$ cat src/rtl/ptmr_pkg.sv
package ptmr_pkg;

    localparam int REG_W   = 32;
    localparam int DIV_W   = 8;
    localparam int WIN_AW  = 5;
    localparam int SLOT_W  = WIN_AW - 2;
    localparam logic [3:0] FULL_BE = 4'hF;

    typedef enum logic [SLOT_W-1:0] {
        SLOT_LOAD  = 3'd0,
        SLOT_COUNT = 3'd1,
        SLOT_CTRL  = 3'd2,
        SLOT_FLAG  = 3'd3
    } slot_e;

    typedef struct packed {
        logic [REG_W-17:0] spare_hi;
        logic [DIV_W-1:0]  div;
        logic [4:0]        spare_lo;
        logic              irq_en;
        logic              periodic;
        logic              run;
    } ctrl_t;

    typedef struct packed {
        logic wr_load;
        logic wr_count;
        logic wr_ctrl;
        logic wr_flag;
    } wr_sel_t;

    function automatic logic access_ok(input logic [WIN_AW-1:0] addr,
                                       input logic [3:0] be);
        return (be == FULL_BE) && (addr[1:0] == 2'b00);
    endfunction

    function automatic wr_sel_t decode_wr(input logic wr,
                                          input logic [WIN_AW-1:0] addr,
                                          input logic [3:0] be);
        wr_sel_t s;
        logic    ok;
        ok = wr && access_ok(addr, be);
        s.wr_load  = ok && (addr[WIN_AW-1:2] == SLOT_LOAD);
        s.wr_count = ok && (addr[WIN_AW-1:2] == SLOT_COUNT);
        s.wr_ctrl  = ok && (addr[WIN_AW-1:2] == SLOT_CTRL);
        s.wr_flag  = ok && (addr[WIN_AW-1:2] == SLOT_FLAG);
        return s;
    endfunction

endpackage

$ cat src/rtl/ptmr_prescale.sv
module ptmr_prescale #(
    parameter int PW = 8
) (
    input  logic          clk,
    input  logic          rst,
    input  logic          active,
    input  logic          restart,
    input  logic [PW-1:0] div,
    output logic          tick
);
    logic [PW-1:0] phase;

    assign tick = active && (phase >= div);

    always_ff @(posedge clk) begin
        if (rst || restart || !active || tick) begin
            phase <= '0;
        end else begin
            phase <= phase + PW'(1);
        end
    end

    // phase advances by one between ticks while nothing restarts it
    p_phase_step_r5: assert property (@(posedge clk) disable iff (rst)
        (active && !restart && !tick) |=> (phase == $past(phase) + PW'(1)));

endmodule

$ cat src/rtl/ptmr_count.sv
module ptmr_count #(
    parameter int CW = 32
) (
    input  logic          clk,
    input  logic          rst,
    input  logic          tick,
    input  logic          periodic,
    input  logic [CW-1:0] reload_val,
    input  logic          set_en,
    input  logic [CW-1:0] set_val,
    input  logic          clr_req,
    output logic [CW-1:0] cnt,
    output logic          flag,
    output logic          expire
);
    localparam logic [CW-1:0] ONE = CW'(1);

    assign expire = tick && !set_en && (cnt == ONE);

    always_ff @(posedge clk) begin
        if (rst) begin
            cnt <= '0;
        end else if (set_en) begin
            cnt <= set_val;
        end else if (expire) begin
            cnt <= periodic ? reload_val : '0;
        end else if (tick) begin
            cnt <= cnt - ONE;
        end
    end

    always_ff @(posedge clk) begin
        if (rst) begin
            flag <= 1'b0;
        end else if (expire) begin
            flag <= 1'b1;
        end else if (clr_req) begin
            flag <= 1'b0;
        end
    end

    // the prescaler never ticks on an idle (zero) count
    p_no_tick_idle_r6: assert property (@(posedge clk) disable iff (rst)
        tick |-> (cnt != '0));

    // an ordinary tick steps the count down by one
    p_step_r5: assert property (@(posedge clk) disable iff (rst)
        (tick && !set_en && cnt > ONE) |=> (cnt == $past(cnt) - ONE));

    // periodic run-out refills from load
    p_refill_r9: assert property (@(posedge clk) disable iff (rst)
        (expire && periodic) |=> (cnt == $past(reload_val)));

    // one-shot run-out leaves zero
    p_oneshot_r9: assert property (@(posedge clk) disable iff (rst)
        (expire && !periodic) |=> (cnt == '0));

    // run-out sets the flag even against a clear
    p_flag_set_r11: assert property (@(posedge clk) disable iff (rst)
        expire |=> flag);

    // a lone clear drops the flag
    p_flag_clr_r11: assert property (@(posedge clk) disable iff (rst)
        (clr_req && !expire) |=> !flag);

    // without tick or write the count holds
    p_hold_r8: assert property (@(posedge clk) disable iff (rst)
        (!tick && !set_en) |=> $stable(cnt));

endmodule

$ cat src/rtl/private_countdown_timer.sv
module private_countdown_timer
    import ptmr_pkg::*;
(
    input  logic              clk,
    input  logic              rst,
    input  logic              acc_wr,
    input  logic [WIN_AW-1:0] acc_addr,
    input  logic [3:0]        acc_be,
    input  logic [REG_W-1:0]  acc_wdata,
    output logic [REG_W-1:0]  acc_rdata,
    output logic              irq
);
    ctrl_t              ctrl_q;
    ctrl_t              ctrl_new;
    logic [REG_W-1:0]   load_q;
    logic [REG_W-1:0]   cnt;
    logic               flag;
    logic               expire;
    logic               tick;
    logic               active;
    logic               start;
    logic               restart;
    logic               set_en;
    logic [REG_W-1:0]   set_val;
    logic               clr_req;
    wr_sel_t            ws;

    assign ws       = decode_wr(acc_wr, acc_addr, acc_be);
    assign ctrl_new = ctrl_t'(acc_wdata);
    assign active   = ctrl_q.run && (cnt != '0);

    // a start is any run=1 control write that does not hit a running count
    assign start    = ws.wr_ctrl && ctrl_new.run && !active;
    assign restart  = ws.wr_load || ws.wr_count || start;
    assign set_en   = ws.wr_load || ws.wr_count || (start && ctrl_new.periodic);
    assign set_val  = ws.wr_ctrl ? load_q : acc_wdata;
    assign clr_req  = ws.wr_flag && acc_wdata[0];

    always_ff @(posedge clk) begin
        if (rst) begin
            load_q <= '0;
            ctrl_q <= '0;
        end else begin
            if (ws.wr_load) load_q <= acc_wdata;
            if (ws.wr_ctrl) ctrl_q <= ctrl_new;
        end
    end

    ptmr_prescale #(.PW(DIV_W)) u_pre (
        .clk     (clk),
        .rst     (rst),
        .active  (active),
        .restart (restart),
        .div     (ctrl_q.div),
        .tick    (tick)
    );

    ptmr_count #(.CW(REG_W)) u_cnt (
        .clk        (clk),
        .rst        (rst),
        .tick       (tick),
        .periodic   (ctrl_q.periodic),
        .reload_val (load_q),
        .set_en     (set_en),
        .set_val    (set_val),
        .clr_req    (clr_req),
        .cnt        (cnt),
        .flag       (flag),
        .expire     (expire)
    );

    always_comb begin
        acc_rdata = '0;
        if (access_ok(acc_addr, acc_be)) begin
            case (acc_addr[WIN_AW-1:2])
                SLOT_LOAD:  acc_rdata = load_q;
                SLOT_COUNT: acc_rdata = active ? cnt : '0;
                SLOT_CTRL:  acc_rdata = ctrl_q;
                SLOT_FLAG:  acc_rdata = {{(REG_W-1){1'b0}}, flag};
                default:    acc_rdata = '0;
            endcase
        end
    end

    assign irq = flag && ctrl_q.irq_en;

    // repeated start on a running nonzero count leaves the count alone
    p_restart_ignored_r7: assert property (@(posedge clk) disable iff (rst)
        (ws.wr_ctrl && ctrl_new.run && ctrl_q.run && cnt != '0 && !tick)
        |=> (cnt == $past(cnt)));

    // a rejected write leaves load and control unchanged
    p_reject_r2: assert property (@(posedge clk) disable iff (rst)
        (acc_wr && acc_be != FULL_BE) |=> ($stable(load_q) && $stable(ctrl_q)));

endmodule

$ cat config.mk
export PLATFORM = sky130hd
export DESIGN_NAME = private_countdown_timer
export DESIGN_NICKNAME = d
export VERILOG_FILES = /design/src/rtl/ptmr_pkg.sv /design/src/rtl/ptmr_prescale.sv /design/src/rtl/ptmr_count.sv /design/src/rtl/private_countdown_timer.sv
export SDC_FILE = /design/constraint.sdc
export NUM_CORES = 1
export LEC_CHECK = 0
export ABC_CLOCK_PERIOD_IN_PS = 2900
export BUFFER_PORTS_ARGS = -buffer_cell sky130_fd_sc_hd__buf_2
export CORE_MARGIN = 3
export CORE_UTILIZATION = 40
export CTS_CLUSTER_DIAMETER = 60
export DETAILED_ROUTE_END_ITERATION = 12
export GPL_ROUTABILITY_DRIVEN = 0
export GPL_TIMING_DRIVEN = 0
export RECOVER_POWER = 50
export SETUP_SLACK_MARGIN = 0.1
export SLEW_MARGIN = 20
export SYNTH_ARGS = -nofsm -noshare
export SYNTH_HDL_FRONTEND = slang
export SYNTH_SLANG_ARGS = --single-unit
$ cat constraint.sdc
create_clock -name clk -period 2.9 [get_ports clk]
set_input_delay 0.145 -clock clk [delete_from_list [all_inputs] [get_ports clk]]
set_output_delay 0.145 -clock clk [all_outputs]
set_load 0.03 [all_outputs]
Word level (Yosys, flattened, before mapping)
Index checks and enable logic that the tools add are counted.

Bitwise gates (word level): 0. Shifts and indexed selects: 0. Div/mod/pow operators: 0. Equal/unequal tests: 5. Mux-type cells: 10. $add $sub $neg: 2. Magnitude comparators: 1. Reduce and logical (&&, ||, !) cells: 28. Multiply operators: 0.

Operators with widths (count): $mux 32 (7); $pmux 32 s4 (1); $eq 32x1->1 const B (1); $reduce_bool 32->1 (1); $sub 32x1->32 const B (1); $logic_and 1x1->1 (15); $add 8x1->8 const B (1); $ge 8x8->1 (1); $eq 3x2->1 const B (2); $logic_or 1x1->1 (6); $eq 4x4->1 const B (1); $eq 3x1->1 const B (1); $logic_not 3->1 (1); $reduce_bool 3->1 (1); $logic_not 1->1 (2); $logic_not 2->1 (1); $mux 1 (2); $reduce_bool 2->1 (1).

RAM bits: 0. Bits in latches: 0. Memories: 0. Bits of input ports: 44. ROM bits: 0. Register bits after elaboration: 105.

Longest topological paths before layout
Word-level depth: 13. Mapped depth: 11.

Modules after synthesis
A second synthesis with hierarchy kept.

Cells, all modules: 765. Area total of the unflattened synthesis: 6832.8 µm².

By module, submodules not included: private_countdown_timer (times used 1, cells each 349, seq. area each 1281.2 µm², area an instance 3598.5 µm²); ptmr_count (times used 1, cells each 356, seq. area each 660.6 µm², area an instance 2688.8 µm²); ptmr_prescale (times used 1, cells each 60, seq. area each 160.2 µm², area an instance 545.5 µm²).

Least setup slack after synthesis
OpenSTA, ideal clock, no wires.

Path type: register to output. Start point: register u_cnt.cnt[16]. End point: output port acc_rdata[24]. Required time: 2.755 ns. Path buffers: 2. Path slack: 0.206 ns. Stages on the path, launching flop included: 9. Data arrival time: 2.549 ns. Cell sequence: dfxtp_1 buf_2 or3_1 or4_4 o41ai_4 nor4b_1 clkbuf_1 a222oi_1 nor2_1.

Cells in the longest elaborated chain, start to end: 5.

RTL lines: from (decl) (line ptmr_count.sv:12) `output logic [CW-1:0] cnt,`; from (signal assigned) (line ptmr_count.sv:24) `cnt <= set_val;`; from (signal assigned) (line ptmr_count.sv:26) `cnt <= periodic ? reload_val : '0;`; from (signal assigned) (line ptmr_count.sv:28) `cnt <= cnt - ONE;`; $reduce_bool 32->1 (line private_countdown_timer.sv:30) `assign active = ctrl_q.run && (cnt != '0);`; $logic_and 1x1->1 (line private_countdown_timer.sv:30); $mux 32 (line private_countdown_timer.sv:77) `SLOT_COUNT: acc_rdata = active ? cnt : '0;`; $pmux 32 s4 (line private_countdown_timer.sv:75) `case (acc_addr[WIN_AW-1:2])`; $mux 32 (line private_countdown_timer.sv:74) `if (access_ok(acc_addr, acc_be)) begin`; to (decl) (line private_countdown_timer.sv:10) `output logic [REG_W-1:0] acc_rdata,`.

No other way between the ends.

Worst setup path in the final report
Start point: register u_cnt.cnt[15]. End point: output port acc_rdata[28].

The elaborated chain is that of the path after synthesis.

==> summary.txt <==
Status -> finished with violations
Failing checks -> setup timing
Fin nets -> 957
Main flop type after synthesis -> dfxtp_1
Bufs and invs on worst path -> 2
Fin crit share -> 113%
Row count -> 43
Synth Area in XOR/XNOR -> 2.38%
DRT Pass-1 Iters -> 10
Drt drc -> 0
ANT nets after route -> 0
Core Box Area -> 14100 sq um
Critical path, cell by cell -> or4_4 -> or3_4 -> o41ai_4 -> nor4b_4 -> clkbuf_8 -> a222oi_1 -> nor2_1 -> buf_4
Worst slew margin -> 38.1%
Yosys warns -> 0
Antenna violations before repair -> 1
WS Path Type -> register to output pin
Worst Hold Class -> input pin to register
CTS buffer count -> 9
CP required -> 2760 ps
Worst R2R Path Depth -> 10
Total grt overflow -> 0
Clk Latency, worst-skew pair -> 370 ps
Crit path depth -> 8
Mux cell area share after synthesis -> 2.57%
Number of enable flip-flop cells after synthesis -> 0
Largest family of logic cells by synthesized area -> compound AO/OA/AOI/OAI gates
Area Overhead vs Synth -> 29.5%
Multi-input gate area -> 3680 sq um
Number of max-cap violations -> 0
Initial Util -> 41.6%
Compound-Gate Fraction of Synth Area -> 25.9%
Synth Cell Area -> 5880 sq um
Die W -> 127 microns
Sequential share of the synthesized area -> 35.7%
Critical path endpoint category -> output pin
Kind of cell adding the most delay to the critical path -> simple AND/OR/NAND/NOR gates
Setup ws final -> -367 ps
Worst Tran Pin Value -> 927 ps
Longest Clk Path Bufs -> 2
Post-DP HPWL -> 15500 microns
I/O pin count -> 77
Starting DRT DRC Count -> 911
Largest net degree at the start of global routing -> 16
IR drop worst, VDD -> 0.286 mV
Pwr per Cell Area -> 391 nW/um^2
CTS clk-pin slew, worst paths -> 70 ps
Fill cell total of the finished layout -> 1379
Final min period -> 3270 ps
H-tree levels -> 3
Wire per inst -> 22.1 microns
Layout cells sized above 1 -> 21.5%
Vias per cell -> 6.31
Critical path launch point type -> register
Post-synthesis simple-gate area fraction -> 25.8%
Sequential Area -> 2120 sq um
Total track usage -> 28.4%
Vias in the first global route -> 6362
Crit-path max cell delay -> 550 ps
Fin area -> 7620 sq um
Fmax -> 306 MHz
Placed Area -> 6490 sq um
Crit path DAT -> 3120 ps
Avg Inst Size Synth -> 7.51 sq um
FFs w/ async S/R, synth -> 0%
Synth unique cells -> 55
RSZ-0062 raised after global routing -> yes
IO buf count -> 76
Post-Route WL -> 23900 microns
Worst-path maximum fanout -> 8
Die height -> 127 microns
Fin. max-slew vios -> 0
Vias -> 6850
Cells after synthesis -> 783
Lkg Pwr -> 3.15 nW
CTS tree -> done
ANT cells -> 0
Pre-CTS setup slack -> -385 ps
Slowest CP cell -> or4_4
Syn nets -> 838
Root buf cell -> clkbuf_16
Hold depth -> 3
Clk_skew -> 9.62 ps
Setup Viol. Count Final -> 64
#FFs+latches synth -> 105
Final hold vios -> 0
Adder-cell share of the synthesized area -> 2.34%
Die area -> 16200 sq um
Global-route wire length before repair -> 35900 microns
Clock Sinks -> 105
[registers in the layout, indices dropped and copies added, names as in the netlist]
| name | count |
|---|---|
| load_q | 32 |
| u_cnt.cnt | 32 |
| u_cnt.flag | 1 |
| ctrl_q | 32 |
| u_pre.phase | 8 |
[metal layers]
metal | routed length, microns | track usage, % | share of wire [%]
met5 | 0 | 0 | 0
met4 | 1120 | 12.8 | 4.7
met2 | 10700 | 43.7 | 45
met3 | 2400 | 7.98 | 10
met1 | 9730 | 37.2 | 41
[power breakdown]
part	total, mW	internal [mW]	leakage (nW)	switching, mW
Sequential	1.44	1.44	0.851	0.00165
Clock	1.35	0.776	0.153	0.571
Combinational	0.194	0.0746	2.15	0.119
[area by class of cell]
type / instances / share of cell area, %
Clock buffer: 12 / 3.24
Buffer: 60 / 4.73
Timing Repair Buffer: 111 / 11.4
Tap cell: 180 / 2.96
Sequential cell: 105 / 27.8
Multi-Input combinational cell: 602 / 48.4
Inverter: 13 / 0.641
Clock inverter: 3 / 0.854
[placed cells by master, fill, tap and decap left out, types with 8 or more instances in the layout]
cell type  instances
nand2_1          180
a21oi_1           99
dfxtp_1           96
nor2_1            53
buf_2             50
buf_4             44
clkbuf_1          43
a222oi_1          31
nor3_1            17
nand3_1           15
a21o_1            15
mux2i_1           14
a211o_1           14
inv_1             13
or3_1             11
buf_6             11
o21ai_0           11
ha_1              11
nor4_1            10
xnor2_1           10
clkbuf_16          9
or4_1              8
a221o_1            8
[kinds of logic after synthesis]
kind of cell,Yosys count
multiplexers,15
XOR/XNOR,16
buffers and inverters,76
adder cells (fa/ha/maj),11
flip-flops,105
AND/OR/NAND/NOR,335
AO/OA/AOI/OAI,225
[per-stage QoR]
stage | utilization (%) | instances | setup TNS (ps) | hold WS (ps) | total power, mW
after floorplan | - | 783 | 0 | 281 | 1.55
after global placement | 45.9 | 1039 | -23950 | 409 | 1.63
after detailed placement | 45.9 | 1039 | -19700 | 416 | 1.63
after CTS | 52.0 | 1074 | -14760 | 34.9 | 2.98
after global routing | 53.8 | 1086 | -17400 | 40.9 | 3.05
final | 53.8 | 1086 | -13400 | 36.8 | 2.98
[final timing paths]
check / from / endpoint / slack (ps)
setup / recovery: u_cnt.cnt[15]$_SDFFE_PP0P_ / acc_rdata[28] / -370
hold / removal: acc_wdata[30] / ctrl_q[30]$_SDFFE_PP0N_ / 40
setup reg to reg: u_cnt.cnt[15]$_SDFFE_PP0P_ / u_cnt.cnt[15]$_SDFFE_PP0P_ / -210
hold reg to reg: ctrl_q[29]$_SDFFE_PP0N_ / ctrl_q[29]$_SDFFE_PP0N_ / 460
[synthesized netlist by cell type, drive strengths merged (3+ instances only)]
cell | n | share of area (%)
a211o | 14 | 2.1
a211oi | 4 | 0.51
a21o | 16 | 2.0
a21oi | 105 | 8.9
a221o | 8 | 1.4
a222oi | 31 | 5.3
a31oi | 8 | 0.85
a32oi | 4 | 0.60
and2 | 5 | 0.53
and3 | 5 | 0.53
buf | 12 | 1.2
clkbuf | 51 | 3.3
dfxtp | 105 | 36
ha | 11 | 2.3
inv | 13 | 0.83
mux2i | 14 | 2.4
nand2 | 183 | 12
nand2b | 3 | 0.32
nand3 | 16 | 1.4
nand3b | 3 | 0.38
nor2 | 54 | 3.4
nor3 | 18 | 1.5
nor4 | 11 | 1.4
o211ai | 5 | 0.64
o21ai | 13 | 1.1
o22ai | 7 | 0.74
or2 | 4 | 0.43
or3 | 16 | 1.8
or4 | 10 | 1.3
xnor2 | 10 | 1.5
xor2 | 6 | 0.89
[timing repair]
action	4_1_cts	5_1_grt
hold buffers	0	0
gates cloned	9	0
gates resized for setup	94	64
pin swaps	54	34
buffers inserted	11	16
endpoints found under the setup margin	65	66
[worst register-to-register path, stage by stage, from the launching register on]
cell	delay [ps]
dfxtp_2	350
or4_4	550
or3_4	440
o41ai_4	440
buf_4	230
nand3_2	70
and3b_2	230
buf_12	160
buf_6	120
a21o_1	140
a221o_1	280
Power figures use the tool's default switching activity.
